`src/rtl/vpg_pkg.sv`:
```
package vpg_pkg;
   typedef enum logic [1:0] {
      MODE_ADDR     = 2'd0,
      MODE_VALUE    = 2'd1,
      MODE_WEAK     = 2'd2,
      MODE_ADDR_ALT = 2'd3
   } chk_mode_e;
endpackage

```
`src/rtl/vpg_free_slot.sv`:
```
module vpg_free_slot #(
   parameter int ENTRIES = 8,
   localparam int IDX_W = (ENTRIES > 1) ? $clog2(ENTRIES) : 1
) (
   input  logic [ENTRIES-1:0] busy_i,
   output logic               found_o,
   output logic [IDX_W-1:0]   idx_o
);
   // lowest free index wins
   always_comb begin
      found_o = 1'b0;
      idx_o   = '0;
      for (int i = ENTRIES - 1; i >= 0; i--) begin
         if (!busy_i[i]) begin
            found_o = 1'b1;
            idx_o   = IDX_W'(i);
         end
      end
   end
endmodule

```
`src/rtl/vpg_entry_match.sv`:
```
module vpg_entry_match #(
   parameter int ENTRIES = 8,
   parameter int TAG_W   = 5,
   parameter int LINE_W  = 26,
   parameter int DATA_W  = 32
) (
   input  logic [ENTRIES-1:0]             valid_i,
   input  logic [ENTRIES-1:0][TAG_W-1:0]  tag_i,
   input  logic [ENTRIES-1:0][TAG_W-1:0]  grp_i,
   input  logic [ENTRIES-1:0][LINE_W-1:0] line_i,
   input  logic [ENTRIES-1:0][DATA_W-1:0] val_i,
   input  logic [TAG_W-1:0]               ret_tag_i,
   input  logic [DATA_W-1:0]              ret_data_i,
   input  logic [LINE_W-1:0]              snp_line_i,
   output logic [ENTRIES-1:0]             tag_hit_o,
   output logic [ENTRIES-1:0]             is_head_o,
   output logic [ENTRIES-1:0]             grp_hit_o,
   output logic [ENTRIES-1:0]             line_hit_o,
   output logic [ENTRIES-1:0]             val_diff_o
);
   for (genvar i = 0; i < ENTRIES; i++) begin : g_ent
      assign tag_hit_o[i]  = valid_i[i] && (tag_i[i] == ret_tag_i);
      assign is_head_o[i]  = (tag_i[i] == grp_i[i]);
      assign grp_hit_o[i]  = valid_i[i] && (grp_i[i] == ret_tag_i);
      assign line_hit_o[i] = valid_i[i] && (line_i[i] == snp_line_i);
      assign val_diff_o[i] = (val_i[i] != ret_data_i);
   end
endmodule

```
`src/rtl/vpg_verdict.sv`:
```
module vpg_verdict #(
   parameter int TAG_W = 5
) (
   input  logic             clk,
   input  logic             rst_n,
   input  logic             fire_i,
   input  logic [TAG_W-1:0] tag_i,
   input  logic             mismatch_i,
   input  logic             flagged_i,
   input  logic             weak_i,
   output logic             vd_valid_o,
   output logic [TAG_W-1:0] vd_tag_o,
   output logic             vd_commit_o,
   output logic             vd_squash_o
);
   logic             vld_q;
   logic             sq_q;
   logic [TAG_W-1:0] tag_q;

   always_ff @(posedge clk) begin
      if (!rst_n) begin
         vld_q <= 1'b0;
         sq_q  <= 1'b0;
         tag_q <= '0;
      end else begin
         vld_q <= fire_i;
         if (fire_i) begin
            tag_q <= tag_i;
            sq_q  <= mismatch_i | (flagged_i & ~weak_i);
         end
      end
   end

   assign vd_valid_o  = vld_q;
   assign vd_tag_o    = tag_q;
   assign vd_squash_o = vld_q & sq_q;
   assign vd_commit_o = vld_q & ~sq_q;
endmodule

```
`src/rtl/vp_load_guard.sv`:
```
module vp_load_guard
   import vpg_pkg::*;
#(
   parameter int ENTRIES    = 8,
   parameter int TAG_W      = 5,
   parameter int ADDR_W     = 32,
   parameter int DATA_W     = 32,
   parameter int LINE_BYTES = 64
) (
   input  logic              clk,
   input  logic              rst_n,
   input  logic [1:0]        mode_i,
   input  logic              alloc_valid_i,
   input  logic [TAG_W-1:0]  alloc_tag_i,
   input  logic [TAG_W-1:0]  alloc_grp_i,
   input  logic [ADDR_W-1:0] alloc_addr_i,
   input  logic [DATA_W-1:0] alloc_value_i,
   output logic              stall_o,
   input  logic              snp_valid_i,
   input  logic              snp_self_i,
   input  logic [ADDR_W-1:0] snp_addr_i,
   input  logic              ret_valid_i,
   input  logic [TAG_W-1:0]  ret_tag_i,
   input  logic [DATA_W-1:0] ret_data_i,
   output logic              vd_valid_o,
   output logic [TAG_W-1:0]  vd_tag_o,
   output logic              vd_commit_o,
   output logic              vd_squash_o
);
   localparam int OFF_W  = $clog2(LINE_BYTES);
   localparam int LINE_W = ADDR_W - OFF_W;
   localparam int IDX_W  = (ENTRIES > 1) ? $clog2(ENTRIES) : 1;

   if (ENTRIES < 2) begin : g_bad_entries
      $error("vp_load_guard: ENTRIES must be at least 2");
   end
   if ((1 << OFF_W) != LINE_BYTES) begin : g_bad_line
      $error("vp_load_guard: LINE_BYTES must be a power of two");
   end
   if (OFF_W >= ADDR_W) begin : g_bad_addr
      $error("vp_load_guard: line offset leaves no line address");
   end
   if (TAG_W < 1 || DATA_W < 1) begin : g_bad_width
      $error("vp_load_guard: TAG_W and DATA_W must be positive");
   end

   // entry state
   logic [ENTRIES-1:0]             valid_q;
   logic [ENTRIES-1:0]             viol_q;
   logic [ENTRIES-1:0][TAG_W-1:0]  tag_q;
   logic [ENTRIES-1:0][TAG_W-1:0]  grp_q;
   logic [ENTRIES-1:0][LINE_W-1:0] line_q;
   logic [ENTRIES-1:0][DATA_W-1:0] val_q;

   // mode decode
   chk_mode_e mode;
   logic      addr_watch;
   logic      value_mode;
   logic      weak_mode;
   assign mode       = chk_mode_e'(mode_i);
   assign value_mode = (mode == MODE_VALUE);
   assign weak_mode  = (mode == MODE_WEAK);
   assign addr_watch = !value_mode && !weak_mode;

   // per-entry compare
   logic [ENTRIES-1:0] tag_hit, is_head, grp_hit, line_hit, val_diff;
   logic [LINE_W-1:0]  snp_line;
   assign snp_line = LINE_W'(snp_addr_i >> OFF_W);

   vpg_entry_match #(
      .ENTRIES(ENTRIES), .TAG_W(TAG_W), .LINE_W(LINE_W), .DATA_W(DATA_W)
   ) i_match (
      .valid_i   (valid_q),
      .tag_i     (tag_q),
      .grp_i     (grp_q),
      .line_i    (line_q),
      .val_i     (val_q),
      .ret_tag_i (ret_tag_i),
      .ret_data_i(ret_data_i),
      .snp_line_i(snp_line),
      .tag_hit_o (tag_hit),
      .is_head_o (is_head),
      .grp_hit_o (grp_hit),
      .line_hit_o(line_hit),
      .val_diff_o(val_diff)
   );

   // free slot search
   logic             free_found;
   logic [IDX_W-1:0] free_idx;

   vpg_free_slot #(.ENTRIES(ENTRIES)) i_free (
      .busy_i (valid_q),
      .found_o(free_found),
      .idx_o  (free_idx)
   );

   // flag and verdict logic
   logic [ENTRIES-1:0] head_sel, snoop_set, reread_set, viol_now, release_v;
   logic               head_found, head_mismatch, grp_viol, do_alloc;

   assign head_sel      = tag_hit & is_head & {ENTRIES{ret_valid_i}};
   assign head_found    = |head_sel;
   assign head_mismatch = |(head_sel & val_diff);
   assign snoop_set     = line_hit & {ENTRIES{snp_valid_i & ~snp_self_i & addr_watch}};
   assign reread_set    = tag_hit & ~is_head & val_diff & {ENTRIES{ret_valid_i & value_mode}};
   assign viol_now      = viol_q | snoop_set | reread_set;
   assign grp_viol      = |(grp_hit & viol_now);
   assign release_v     = grp_hit & {ENTRIES{head_found}};
   assign do_alloc      = alloc_valid_i & free_found;
   assign stall_o       = &valid_q;

   always_ff @(posedge clk) begin
      if (!rst_n) begin
         valid_q <= '0;
         viol_q  <= '0;
      end else begin
         valid_q <= valid_q & ~release_v;
         viol_q  <= viol_now;
         if (do_alloc) begin
            valid_q[free_idx] <= 1'b1;
            viol_q[free_idx]  <= 1'b0;
         end
      end
   end

   always_ff @(posedge clk) begin
      if (do_alloc) begin
         tag_q[free_idx]  <= alloc_tag_i;
         grp_q[free_idx]  <= alloc_grp_i;
         line_q[free_idx] <= LINE_W'(alloc_addr_i >> OFF_W);
         val_q[free_idx]  <= alloc_value_i;
      end
   end

   vpg_verdict #(.TAG_W(TAG_W)) i_verdict (
      .clk        (clk),
      .rst_n      (rst_n),
      .fire_i     (head_found),
      .tag_i      (ret_tag_i),
      .mismatch_i (head_mismatch),
      .flagged_i  (grp_viol),
      .weak_i     (weak_mode),
      .vd_valid_o (vd_valid_o),
      .vd_tag_o   (vd_tag_o),
      .vd_commit_o(vd_commit_o),
      .vd_squash_o(vd_squash_o)
   );
endmodule

```
`config.mk`:
```
export PLATFORM = sky130hd
export DESIGN_NAME = vp_load_guard
export DESIGN_NICKNAME = d
export VERILOG_FILES = /design/src/rtl/vpg_pkg.sv /design/src/rtl/vpg_free_slot.sv /design/src/rtl/vpg_entry_match.sv /design/src/rtl/vpg_verdict.sv /design/src/rtl/vp_load_guard.sv
export SDC_FILE = /design/constraint.sdc
export NUM_CORES = 1
export LEC_CHECK = 0
export BUFFER_PORTS_ARGS = -buffer_cell sky130_fd_sc_hd__buf_2
export CAP_MARGIN = 10
export CELL_PAD_IN_SITES_DETAIL_PLACEMENT = 2
export CELL_PAD_IN_SITES_GLOBAL_PLACEMENT = 2
export CORE_UTILIZATION = 35
export CTS_CLUSTER_DIAMETER = 40
export DETAILED_ROUTE_END_ITERATION = 7
export MAX_ROUTING_LAYER = met4
export PLACE_DENSITY_LB_ADDON = 0.3
export SYNTH_ARGS = -nofsm -noshare
export SYNTH_HDL_FRONTEND = slang
export SYNTH_HIERARCHICAL = 1
export SYNTH_SLANG_ARGS = --single-unit
```
`constraint.sdc`:
```
create_clock -name clk -period 3.5 [get_ports clk]
set_input_delay 0.7 -clock clk [delete_from_list [all_inputs] [get_ports clk]]
set_output_delay 0.7 -clock clk [all_outputs]
set_load 0.01 [all_outputs]
```
==> results of run 1 <==
==> metal layers <==
metal | GRT usage, % | share of wire [%] | up-vias | wire length (um)
met1 | 25.6 | 42 | 7410 | 31000
met5 | - | 0 | - | 0
li1 | - | - | 6285 | -
met4 | 5.79 | 1.8 | 0 | 1350
met3 | 4.33 | 4.6 | 95 | 3410
met2 | 36.8 | 52 | 319 | 38400
==> critical path, stage by stage (launching register included) <==
cell and delay [ps]:
sky130_fd_sc_hd__edfxtp_1 390, sky130_fd_sc_hd__xnor2_1 360, sky130_fd_sc_hd__nand4_1 160, sky130_fd_sc_hd__or4_1 570, sky130_fd_sc_hd__nor4_2 460, sky130_fd_sc_hd__nand4b_1 210, sky130_fd_sc_hd__o311ai_2 130, sky130_fd_sc_hd__a22oi_1 140
sky130_fd_sc_hd__nand4_1 140, sky130_fd_sc_hd__nand2b_1 70, sky130_fd_sc_hd__a31oi_1 140
==> cell families (layout without fill, tap and decap cells) <==
family	Yosys count	in the layout
DFF	567	567
xor gates and xnor gates	584	584
buffers and inverters	94	422
muxes	5	5
AOI/OAI and AO/OA	44	44
other	0	10
and+or+nand+nor	274	274
adders and majority gates	2	2
==> power by group through the flow <==
stage / sequential (mW) / combinational [mW] / clock [mW]
3_5_place_dp: 7.76 / 1.01 / 0
3_3_place_gp: 7.75 / 0.971 / 0
6_report: 7.63 / 1.01 / 10.1
5_1_grt: 7.64 / 1.08 / 10.6
2_1_floorplan: 7.76 / 0.582 / 0
4_1_cts: 7.63 / 1.03 / 10.3
==> Yosys cell counts (2+ instances only) <==
cell type                  instances  share of area, %
sky130_fd_sc_hd__buf_2            11              0.22
sky130_fd_sc_hd__mux2i_1           5              0.20
sky130_fd_sc_hd__xnor2_1         503                18
sky130_fd_sc_hd__nand2_1          29              0.44
sky130_fd_sc_hd__a22oi_2           4              0.20
sky130_fd_sc_hd__o21ai_1           2             0.041
sky130_fd_sc_hd__nand4_1         115               2.9
sky130_fd_sc_hd__clkbuf_1         20              0.30
sky130_fd_sc_hd__edfxtp_1        544                66
sky130_fd_sc_hd__buf_6            25               1.1
sky130_fd_sc_hd__xor2_1           80               2.8
sky130_fd_sc_hd__ha_1              2              0.10
sky130_fd_sc_hd__and3_1           28              0.71
sky130_fd_sc_hd__dfxtp_1          23               1.9
sky130_fd_sc_hd__a22oi_1           4              0.12
sky130_fd_sc_hd__nor3_1            8              0.16
sky130_fd_sc_hd__o21ai_0           8              0.16
sky130_fd_sc_hd__nor4_2            8              0.41
sky130_fd_sc_hd__nor4_1           32              0.81
sky130_fd_sc_hd__buf_4             2             0.061
sky130_fd_sc_hd__o311ai_2          8              0.53
sky130_fd_sc_hd__nor2b_1           8              0.20
sky130_fd_sc_hd__nand4b_1          8              0.28
sky130_fd_sc_hd__inv_1            22              0.34
sky130_fd_sc_hd__buf_1            14              0.21
sky130_fd_sc_hd__a31oi_1          14              0.36
sky130_fd_sc_hd__nor2_1            5             0.076
sky130_fd_sc_hd__nand3_1          18              0.37
sky130_fd_sc_hd__or4_1             8              0.24
==> final cells by class <==
cell class	instances	area share, %
Sequential cell	567	55.6
Clock inverter	75	2.70
Clock buffer	118	8.92
Antenna cell	10	0.0828
Multi-Input combinational cell	909	24.1
Tap cell	931	3.85
Timing Repair Buffer	207	4.46
Inverter	22	0.306
==> metrics by stage <==
| stage | hold WS, ps | utilization, % | std cells | setup WS [ps] |
|---|---|---|---|---|
| final | 349 | 43.7 | 2839 | 646 |
| after floorplan | 487 | - | 1570 | 649 |
| after CTS | 304 | 43.7 | 2829 | 602 |
| after detailed placement | 505 | 38.6 | 2636 | 72.6 |
| after global placement | 499 | 38.6 | 2636 | 135 |
| after global routing | 331 | 43.7 | 2839 | 500 |
==> flip-flops by register name, indices dropped and copies added, names as in the netlist <==
name / count
i_verdict/sq_q: 1
val_q: 256
tag_q: 40
valid_q: 8
i_verdict/vd_tag_o: 5
i_verdict/vd_valid_o: 1
grp_q: 40
viol_q: 8
line_q: 208
==> how the worst min path moves through the flow <==
stage,start,to,depth (start not counted)
after floorplan,i_verdict/sq_q,i_verdict/sq_q,2
after global placement,i_verdict/vd_tag_o[3],i_verdict/vd_tag_o[3],2
after detailed placement,i_verdict/vd_tag_o[3],i_verdict/vd_tag_o[3],2
after CTS,alloc_value_i[17],val_q[113],1
after global routing,alloc_value_i[2],val_q[162],1
final,alloc_addr_i[29],line_q[75],1
==> reports/summary.txt, run 1 <==
biggest fanout along the worst timing path: 2
starting density of the core: 35.6%
Core Rows: 96
Max-slew headroom: 43.2%
share of synthesized cell area in and, or, nand and nor gates: 6.86%
total overflow reported by the global router: 0
Register-to-Register Path Depth: 10
post-route total power: 18.7 mW
Combinational Power Share: 5.4%
Syn Inst Count: 1570
number of buffers added on ports: 147
average via count per standard cell: 4.97
maximum frequency from static timing analysis: 350 MHz
switching share of total power: 23.1%
LEAKAGE: 9.66 nW
leading cell types in the layout, fill and taps excluded: sky130_fd_sc_hd__edfxtp_1, sky130_fd_sc_hd__xnor2_1, sky130_fd_sc_hd__buf_2
via count of the first global-routing pass: 15860
critical path class: reg2reg
total of hold buffers inserted after clock tree synthesis: 0
GRT Total Usage: 21.5%
post-synthesis net count: 1723
share of layout cells above drive strength 1: 21.8%
clock latency reported for the late side of the worst-skew pair: 640 ps
total CTS buffers: 103
clock net sink count: 567
post-detailed-route wirelength per cell: 26.1 um
outcome: completed
startpoint type of the worst setup path: register
buffer depth of the longest clock path: 3
total die area: 71500 um^2
count of pins on the block boundary: 160
Seq/Total Area, Yosys: 68.1%
ANT nets after route: 0
Max Clock Skew: 25.4 ps
area share of xor/xnor cells in the synthesized design: 20.8%
die height: 267 um
count of cell types in the netlist: 41
via count: 14109
Die W: 267 um
first-pass GRT wire length: 108 mm
proportion of power drawn by flip-flops and latches: 40.7%
maximum number of pins on one net before global-route repair: 70
total number of H-tree levels: 3
number of setup violations in the final report: 0
maximum VDD drop: 0.000384 V
buffer cell driving the clock tree root: sky130_fd_sc_hd__clkbuf_16
core area: 69200 um^2
last weighted congestion value of the routability-driven placer: 0.810
worst-margin pin slew: 846 ps
area share of fa/ha/maj cells after synthesis: 0.102%
predominant post-synthesis flop cell: sky130_fd_sc_hd__edfxtp_1
number of antenna violations at the first check in global routing: 10
filler instances: 6718
final WL: 74.1 mm
placed standard-cell area: 26700 um^2
portion of total power attributed to the clock network: 53.9%
Starting DRT DRC Count: 801
number of enable flip-flop cells after synthesis: 544
leading cell type in the layout, fill and taps excluded: sky130_fd_sc_hd__edfxtp_1
Yosys warning total: 6
required arrival time at the worst endpoint: 4070 ps
post-synthesis compound-gate area fraction: 1.62%
area taken by flip-flops and latches: 16800 um^2
clock slew at the register clock pins of the worst setup and hold paths: 50 ps
startpoint of the lowest-slack register-to-register path: line_q[77]
drc violations: 0
arrival time of data at the critical path endpoint: 3430 ps
number of max-slew violations in the final report: 0
first drt pass iteration count: 5
CTS tree: built
power per cell area: 620 nW/um^2
source of the critical timing path: line_q[77]
switching power of the nets: 4.33 mW
Fin Setup TNS: 0 ps
worst reg2reg setup slack: 650 ps
Max-cap violations: 0
area used by multi-input combinational logic: 7290 um^2
main combinational cell family by area after synthesis: XOR/XNOR gates
RSZ-0062 raised after global routing: no
internal power: 14.4 mW
Resized Gates After CTS: 0
multiplexer share of the synthesized area: 0.203%
cell area after layout: 30200 um^2
cell area after synthesis: 24600 um^2
Tmin final: 2850 ps
Period Utilization, post-route: 81.6%
class of the worst hold path: in2reg
Reg-to-Reg End: i_verdict/sq_q
number of nets in the layout: 1963
final-report hold violation count: 0
async set or reset register ratio after synthesis: 0%
Synth-to-Final Area Change: 22.6%
CP Capture Point: i_verdict/sq_q
Setup Fix Bufs, Post-CTS: 0
FF+latch count, synth: 567
Synth Area per Inst: 15.7 um^2
DP HPWL: 49.3 mm
endpoint type of the worst setup path: register
(Power assumes the default switching activity.)
==> run 2: changes to the inputs <==
--- a/config.mk
+++ b/config.mk
@@ -5,6 +5,7 @@
 export SDC_FILE = /design/constraint.sdc
 export NUM_CORES = 1
 export LEC_CHECK = 0
+export ABC_AREA = 1
 export BUFFER_PORTS_ARGS = -buffer_cell sky130_fd_sc_hd__buf_2
 export CAP_MARGIN = 10
 export CELL_PAD_IN_SITES_DETAIL_PLACEMENT = 2
==> constraint.sdc (replaced) <==
create_clock -name clk -period 2.9 [get_ports clk]
set_input_delay 0.58 -clock clk [delete_from_list [all_inputs] [get_ports clk]]
set_output_delay 0.58 -clock clk [all_outputs]
set_load 0.01 [all_outputs]
==> reports/summary.txt, run 2 <==
FF+latch count, synth: 567 (unchanged)
Max Clock Skew: 22.6 ps (was 25.4 ps)
total overflow reported by the global router: 0 (unchanged)
internal power: 17.8 mW (was 14.4 mW)
critical path's most frequent cell: sky130_fd_sc_hd__nand2_1 (was sky130_fd_sc_hd__nand4_1)
ANT nets after route: 0 (unchanged)
power per cell area: 717 nW/um^2 (was 620 nW/um^2)
startpoint of the lowest-slack register-to-register path: valid_q[6] (was line_q[77])
number of nets in the layout: 2888 (was 1963)
outcome: completed (unchanged)
clock net sink count: 567 (unchanged)
worst hold path endpoint: val_q[144] (was line_q[75])
number of stages on the worst hold path: 1 (unchanged)
Max-cap violations: 0 (unchanged)
Commonest cells post-synth: sky130_fd_sc_hd__nand2_1, sky130_fd_sc_hd__edfxtp_1, sky130_fd_sc_hd__xnor2_1 (was sky130_fd_sc_hd__edfxtp_1, sky130_fd_sc_hd__xnor2_1, sky130_fd_sc_hd__nand4_1)
startpoint type of the worst setup path: register (unchanged)
Synth Area per Inst: 10.6 um^2 (was 15.7 um^2)
buffer depth of the longest clock path: 3 (unchanged)
Reg-to-Reg End: val_q[117] (was i_verdict/sq_q)
share of layout cells above drive strength 1: 15.7% (was 21.8%)
worst-margin pin slew: 878 ps (was 846 ps)
cell area after synthesis: 26400 um^2 (was 24600 um^2)
Starting DRT DRC Count: 1144 (was 801)
number of buffers added on ports: 147 (unchanged)
count of pins on the block boundary: 160 (unchanged)
Period Utilization, post-route: 87.4% (was 81.6%)
final WL: 91.3 mm (was 74.1 mm)
arrival time of data at the critical path endpoint: 2870 ps (was 3430 ps)
total die area: 76500 um^2 (was 71500 um^2)
critical path class: reg2reg (unchanged)
area taken by flip-flops and latches: 16800 um^2 (unchanged)
post-synth top area cell: sky130_fd_sc_hd__edfxtp_1 (unchanged)
Seq/Total Area, Yosys: 63.6% (was 68.1%)
portion of total power attributed to the clock network: 54.6% (was 53.9%)
GR Util met1: 28.4% (was 25.6%)
Combinational Power Share: 5.8% (was 5.4%)
LEAKAGE: 12.4 nW (was 9.66 nW)
flip-flop count of the largest register after layout: 256 (unchanged)
via count of the first global-routing pass: 21501 (was 15860)
Max-slew headroom: 40.9% (was 43.2%)
endpoint type of the worst setup path: register (unchanged)
sequence of cells on the critical path: nand2_1 > nand2_1 > nand2_1 > nand2_1 > nand2_1 > a21oi_2 > inv_1 > nor2_1 > inv_1 > nor2_4 > buf_12 (was xnor2_1 > nand4_1 > or4_1 > nor4_2 > nand4b_1 > o311ai_2 > a22oi_1 > nand4_1 > nand2b_1 > a31oi_1)
total of hold buffers inserted after clock tree synthesis: 0 (unchanged)
number of max-slew violations in the final report: 0 (unchanged)
cell area after layout: 32400 um^2 (was 30200 um^2)
leading cell types in the layout, fill and taps excluded: sky130_fd_sc_hd__nand2_1, sky130_fd_sc_hd__edfxtp_1, sky130_fd_sc_hd__xnor2_1 (was sky130_fd_sc_hd__edfxtp_1, sky130_fd_sc_hd__xnor2_1, sky130_fd_sc_hd__buf_2)
maximum VDD drop: 0.000516 V (was 0.000384 V)
GRT Total Usage: 24.7% (was 21.5%)
maximum number of pins on one net before global-route repair: 71 (was 70)
Die W: 277 um (was 267 um)
Tmin final: 2530 ps (was 2850 ps)
Yosys warning total: 6 (unchanged)
buffer cell driving the clock tree root: sky130_fd_sc_hd__clkbuf_16 (unchanged)
die height: 277 um (was 267 um)
register with the most flip-flops: val_q (unchanged)
predominant post-synthesis flop cell: sky130_fd_sc_hd__edfxtp_1 (unchanged)
average via count per standard cell: 4.94 (was 4.97)
CTS tree: built (unchanged)
GR Util met2: 44.5% (was 36.8%)
class of the worst hold path: in2reg (unchanged)
CP peak stage delay: 560 ps (was 570 ps)
area used by multi-input combinational logic: 8260 um^2 (was 7290 um^2)
biggest regs: val_q: 256 flops, line_q: 208 flops (unchanged)
Setup Fix Bufs, Post-CTS: 0 (unchanged)
number of antenna violations at the first check in global routing: 9 (was 10)
final-report hold violation count: 0 (unchanged)
leading cell type in the layout, fill and taps excluded: sky130_fd_sc_hd__nand2_1 (was sky130_fd_sc_hd__edfxtp_1)
DP HPWL: 61.7 mm (was 49.3 mm)
clock latency reported for the late side of the worst-skew pair: 660 ps (was 640 ps)
last weighted congestion value of the routability-driven placer: 0.842 (was 0.810)
Yosys top cell area share: 61.9% (was 66.3%)
placed standard-cell area: 28700 um^2 (was 26700 um^2)
Core Rows: 100 (was 96)
clock slew at the register clock pins of the worst setup and hold paths: 50 ps (about the same)
number of enable flip-flop cells after synthesis: 544 (unchanged)
via count: 18809 (was 14109)
startpoint of the tightest hold check path: alloc_value_i[16] (was alloc_addr_i[29])
first drt pass iteration count: 5 (unchanged)
met3 Usage GRT: 3.83% (was 4.33%)
maximum frequency from static timing analysis: 395 MHz (was 350 MHz)
count of cell types in the netlist: 32 (was 41)
post-synthesis net count: 2633 (was 1723)
post-detailed-route wirelength per cell: 24.0 um (was 26.1 um)
smallest hold slack: 204 ps (was 349 ps)
number of setup violations in the final report: 0 (unchanged)
switching share of total power: 23.5% (was 23.1%)
biggest fanout along the worst timing path: 23 (was 2)
Resized Gates After CTS: 0 (unchanged)
filler instances: 7636 (was 6718)
Register-to-Register Path Depth: 11 (was 10)
RSZ-0062 raised after global routing: no (unchanged)
total number of H-tree levels: 3 (unchanged)
worst-path cell with the longest stage delay: sky130_fd_sc_hd__nor2_4 (was sky130_fd_sc_hd__or4_1)
async set or reset register ratio after synthesis: 0% (unchanged)
Synth-to-Final Area Change: 22.8% (was 22.6%)
proportion of power drawn by flip-flops and latches: 39.6% (was 40.7%)
drc violations: 0 (unchanged)
required arrival time at the worst endpoint: 3240 ps (was 4070 ps)
biggest area contributors in the synthesized netlist: sky130_fd_sc_hd__edfxtp_1, sky130_fd_sc_hd__nand2_1, sky130_fd_sc_hd__xnor2_1, sky130_fd_sc_hd__nor2_1, sky130_fd_sc_hd__inv_1 (was sky130_fd_sc_hd__edfxtp_1, sky130_fd_sc_hd__xnor2_1, sky130_fd_sc_hd__nand4_1, sky130_fd_sc_hd__xor2_1, sky130_fd_sc_hd__dfxtp_1)
total CTS buffers: 107 (was 103)
first-pass GRT wire length: 136 mm (was 108 mm)
starting density of the core: 35.4% (was 35.6%)
most used routing layer: met2 (unchanged)
core area: 74600 um^2 (was 69200 um^2)
worst reg2reg setup slack: 370 ps (was 650 ps)
leading cell type by number of instances after synthesis: sky130_fd_sc_hd__nand2_1 (was sky130_fd_sc_hd__edfxtp_1)
Syn Inst Count: 2480 (was 1570)
switching power of the nets: 5.47 mW (was 4.33 mW)
run 2: power groups by stage:
stage,logic [mW],clock network [mW],registers (mW)
after CTS,1.38,12.9,9.21
after floorplan,0.737,0,9.36
after detailed placement,1.34,0,9.37
final,1.36,12.7,9.21
after global placement,1.28,0,9.35
after global routing,1.47,13.2,9.22
run 2: worst max path at each step:
stage	depth (start not counted)	from	slack [ps]	to
2_1_floorplan	10	valid_q[6]	-290	grp_q[25]
6_report	11	valid_q[6]	370	val_q[117]
4_1_cts	11	valid_q[6]	390	val_q[117]
3_3_place_gp	17	ret_tag_i[0]	110	i_verdict/sq_q
3_5_place_dp	17	ret_tag_i[0]	80	i_verdict/sq_q
5_1_grt	11	valid_q[6]	210	val_q[117]
run 2: area by class of cell:
class	instances	share of cell area [%]
multi-input cells	1586	25.5
inverters	254	2.94
repair buffers	219	4.71
flip-flops and latches	567	51.8
diodes	9	0.0695
clock inverters	75	2.63
well taps	969	3.74
clock buffers	125	8.66
run 2: cells by family (layout without fill, tap and decap cells):
logic type,count (synthesis),in the layout,share of synthesized area (%)
AND/OR/NAND/NOR,1101,1101,16.5
buffers and inverters,327,673,5.35
other,0,9,0
XOR/XNOR,337,337,11.2
flip-flops,567,567,63.6
adder cells (fa/ha/maj),2,2,0.0948
AO/OA/AOI/OAI,146,146,3.22
run 2: per-layer routing:
layer  share of wire [%]  vias up
met5                   0        -
met3                 4.3      159
met2                  52      456
li1                    -     8629
met4                 2.5        0
met1                  41     9565
run 2: through the flow:
step / utilization (%) / power [mW] / setup TNS, ps / setup slack [ps] / instances
floorplan: - / 10.1 / -134990 / -295 / 2480
global placement: 38.5 / 10.6 / 0 / 111 / 3595
detailed placement: 38.5 / 10.7 / 0 / 80.8 / 3595
CTS: 43.5 / 23.5 / 0 / 386 / 3795
global route: 43.5 / 23.9 / 0 / 206 / 3802
finish: 43.5 / 23.3 / 0 / 366 / 3804
run 2: critical path, delay by kind of cell, from the launching register on:
| kind | cells | cell delay (ps) |
|---|---|---|
| simple gates | 7 | 1030 |
| compound gates | 1 | 150 |
| flops | 1 | 490 |
| buf+inv | 3 | 510 |
==> run 3: changes to the inputs <==
--- a/config.mk
+++ b/config.mk
@@ -5,7 +5,6 @@
 export SDC_FILE = /design/constraint.sdc
 export NUM_CORES = 1
 export LEC_CHECK = 0
-export ABC_AREA = 1
 export BUFFER_PORTS_ARGS = -buffer_cell sky130_fd_sc_hd__buf_2
 export CAP_MARGIN = 10
 export CELL_PAD_IN_SITES_DETAIL_PLACEMENT = 2
==> reports/summary.txt, run 3 (synthesis results as in run 1) <==
CTS tree: built (unchanged)
via count of the first global-routing pass: 16083 (was 21501)
final-report hold violation count: 0 (unchanged)
clock slew at the register clock pins of the worst setup and hold paths: 50 ps (about the same)
drc violations: 0 (unchanged)
buffer depth of the longest clock path: 3 (unchanged)
startpoint type of the worst setup path: register (unchanged)
sequence of cells on the critical path: xnor2_2 > nand4_1 > buf_4 > or4_4 > nor4_2 > nand4b_1 > o311ai_2 > a22oi_1 > nand4_1 > nand2b_1 > a31oi_1 (was nand2_1 > nand2_1 > nand2_1 > nand2_1 > nand2_1 > a21oi_2 > inv_1 > nor2_1 > inv_1 > nor2_4 > buf_12)
count of pins on the block boundary: 160 (unchanged)
final standard cell count with taps included and fillers excluded: 2895 (was 3804)
core area: 69200 um^2 (was 74600 um^2)
number of nets in the layout: 2024 (was 2888)
Setup Fix Bufs, Post-CTS: 0 (unchanged)
share of the core filled with cells: 44.5% (was 43.5%)
smallest hold slack: 225 ps (was 204 ps)
RSZ-0062 raised after global routing: no (unchanged)
number of max-slew violations in the final report: 0 (unchanged)
critical path class: reg2reg (unchanged)
clock latency reported for the late side of the worst-skew pair: 650 ps (was 660 ps)
flip-flop count of the largest register after layout: 256 (unchanged)
maximum frequency from static timing analysis: 350 MHz (was 395 MHz)
critical path's most frequent cell: sky130_fd_sc_hd__nand4_1 (was sky130_fd_sc_hd__nand2_1)
worst-margin pin slew: 667 ps (was 878 ps)
arrival time of data at the critical path endpoint: 3410 ps (was 2870 ps)
post-detailed-route wirelength per cell: 26.0 um (was 24.0 um)
worst-path cell with the longest stage delay: sky130_fd_sc_hd__or4_4 (was sky130_fd_sc_hd__nor2_4)
required arrival time at the worst endpoint: 3450 ps (was 3240 ps)
number of setup violations in the final report: 0 (unchanged)
LEAKAGE: 10.0 nW (was 12.4 nW)
Period Utilization, post-route: 98.6% (was 87.4%)
starting density of the core: 35.6% (was 35.4%)
number of buffers added on ports: 147 (unchanged)
die height: 267 um (was 277 um)
post-route total power: 22.4 mW (was 23.3 mW)
share of layout cells above drive strength 1: 24.6% (was 15.7%)
Max-cap violations: 0 (unchanged)
combined buffer and inverter count along the critical path: 1 (was 3)
average via count per standard cell: 4.94 (about the same)
Core Rows: 96 (was 100)
leading cell type in the layout, fill and taps excluded: sky130_fd_sc_hd__edfxtp_1 (was sky130_fd_sc_hd__nand2_1)
Max-slew headroom: 55.2% (was 40.9%)
buffer cell driving the clock tree root: sky130_fd_sc_hd__clkbuf_16 (unchanged)
first-pass GRT wire length: 110 mm (was 136 mm)
ANT nets after route: 0 (unchanged)
class of the worst hold path: in2reg (unchanged)
leading cell types in the layout, fill and taps excluded: sky130_fd_sc_hd__edfxtp_1, sky130_fd_sc_hd__xnor2_1, sky130_fd_sc_hd__buf_2 (was sky130_fd_sc_hd__nand2_1, sky130_fd_sc_hd__edfxtp_1, sky130_fd_sc_hd__xnor2_1)
register with the most flip-flops: val_q (unchanged)
Tmin final: 2860 ps (was 2530 ps)
outcome: completed (unchanged)
last weighted congestion value of the routability-driven placer: 0.819 (was 0.842)
Die W: 267 um (was 277 um)
filler instances: 6631 (was 7636)
CP peak stage delay: 460 ps (was 560 ps)
maximum number of pins on one net before global-route repair: 50 (was 71)
biggest regs: val_q: 256 flops, line_q: 208 flops (unchanged)
first drt pass iteration count: 5 (unchanged)
Fin Setup TNS: 0 ps (unchanged)
GRT Total Usage: 22.2% (was 24.7%)
DP HPWL: 51.8 mm (was 61.7 mm)
power per cell area: 728 nW/um^2 (was 717 nW/um^2)
endpoint type of the worst setup path: register (unchanged)
number of cells after detailed placement: 2702 (was 3595)
total CTS buffers: 98 (was 107)
clock net sink count: 567 (unchanged)
gate family responsible for the most delay along the worst path: simple AND/OR/NAND/NOR gates (unchanged)
Starting DRT DRC Count: 889 (was 1144)
total die area: 71500 um^2 (was 76500 um^2)
number of antenna violations at the first check in global routing: 11 (was 9)
Max Clock Skew: 27.0 ps (was 22.6 ps)
final WL: 75.3 mm (was 91.3 mm)
total number of H-tree levels: 3 (unchanged)
Synth-to-Final Area Change: 25.0% (was 22.8%)
maximum VDD drop: 0.000486 V (was 0.000516 V)
biggest fanout along the worst timing path: 2 (was 23)
via count: 14297 (was 18809)
total overflow reported by the global router: 0 (unchanged)
run 3: changes by cell type in the layout (fill, tap and decap cells not counted), moves of 40 or more:
| cell | delta |
|---|---|
| sky130_fd_sc_hd__inv_1 | -229 |
| sky130_fd_sc_hd__nand2_1 | -708 |
| sky130_fd_sc_hd__nor2_1 | -250 |
| sky130_fd_sc_hd__nand4_1 | +99 |
| sky130_fd_sc_hd__buf_4 | +51 |
| sky130_fd_sc_hd__xor2_1 | +40 |
| sky130_fd_sc_hd__o21ai_0 | -58 |
| sky130_fd_sc_hd__xnor2_1 | +198 |
run 3: layer usage:
layer	wire length [um]	track usage (%)	part of all wire [%]	up-vias
met5	0	-	0	-
met3	3450	4.44	4.6	139
met4	2230	7.49	3.0	0
li1	-	-	-	6398
met1	31500	26.5	42	7426
met2	38100	37.3	51	334
run 3: final timing paths:
kind	from	end	slack (ps)	depth (start not counted)
max	line_q[109]	i_verdict/sq_q	40	11
min	alloc_value_i[16]	val_q[112]	220	1
max reg2reg	line_q[109]	i_verdict/sq_q	40	11
min reg2reg	i_verdict/vd_tag_o[0]	i_verdict/vd_tag_o[0]	520	2
run 3: area by class of cell:
class	instances	area, um^2	area share (%)
Timing Repair Buffer	273	1970	6.39
Sequential cell	567	16800	54.5
Multi-Input combinational cell	909	7360	23.9
Clock buffer	115	2580	8.37
Inverter	22	92.6	0.300
Antenna cell	8	20.0	0.0650
Tap cell	931	1160	3.78
Clock inverter	70	830	2.69
run 3: repair_timing:
action	CTS	global route
endpoints found under the hold margin	0	0
pin swaps	1	2
resized for setup	3	8
hold buffers	0	0
setup endpoints to repair	1	1
run 3: power by group:
| group | switching [mW] | internal (mW) | total (mW) |
|---|---|---|---|
| registers | 0.0709 | 9.14 | 9.21 |
| clock network | 4.23 | 7.67 | 11.9 |
| logic | 0.788 | 0.528 | 1.32 |
run 3: per-stage QoR:
stage               setup slack, ps  area [um^2]
floorplan                      48.8        24600
global placement               -324        27300
detailed placement             -438        27300
CTS                            28.3        30700
global route                  0.158        30800
finish                         41.0        30800
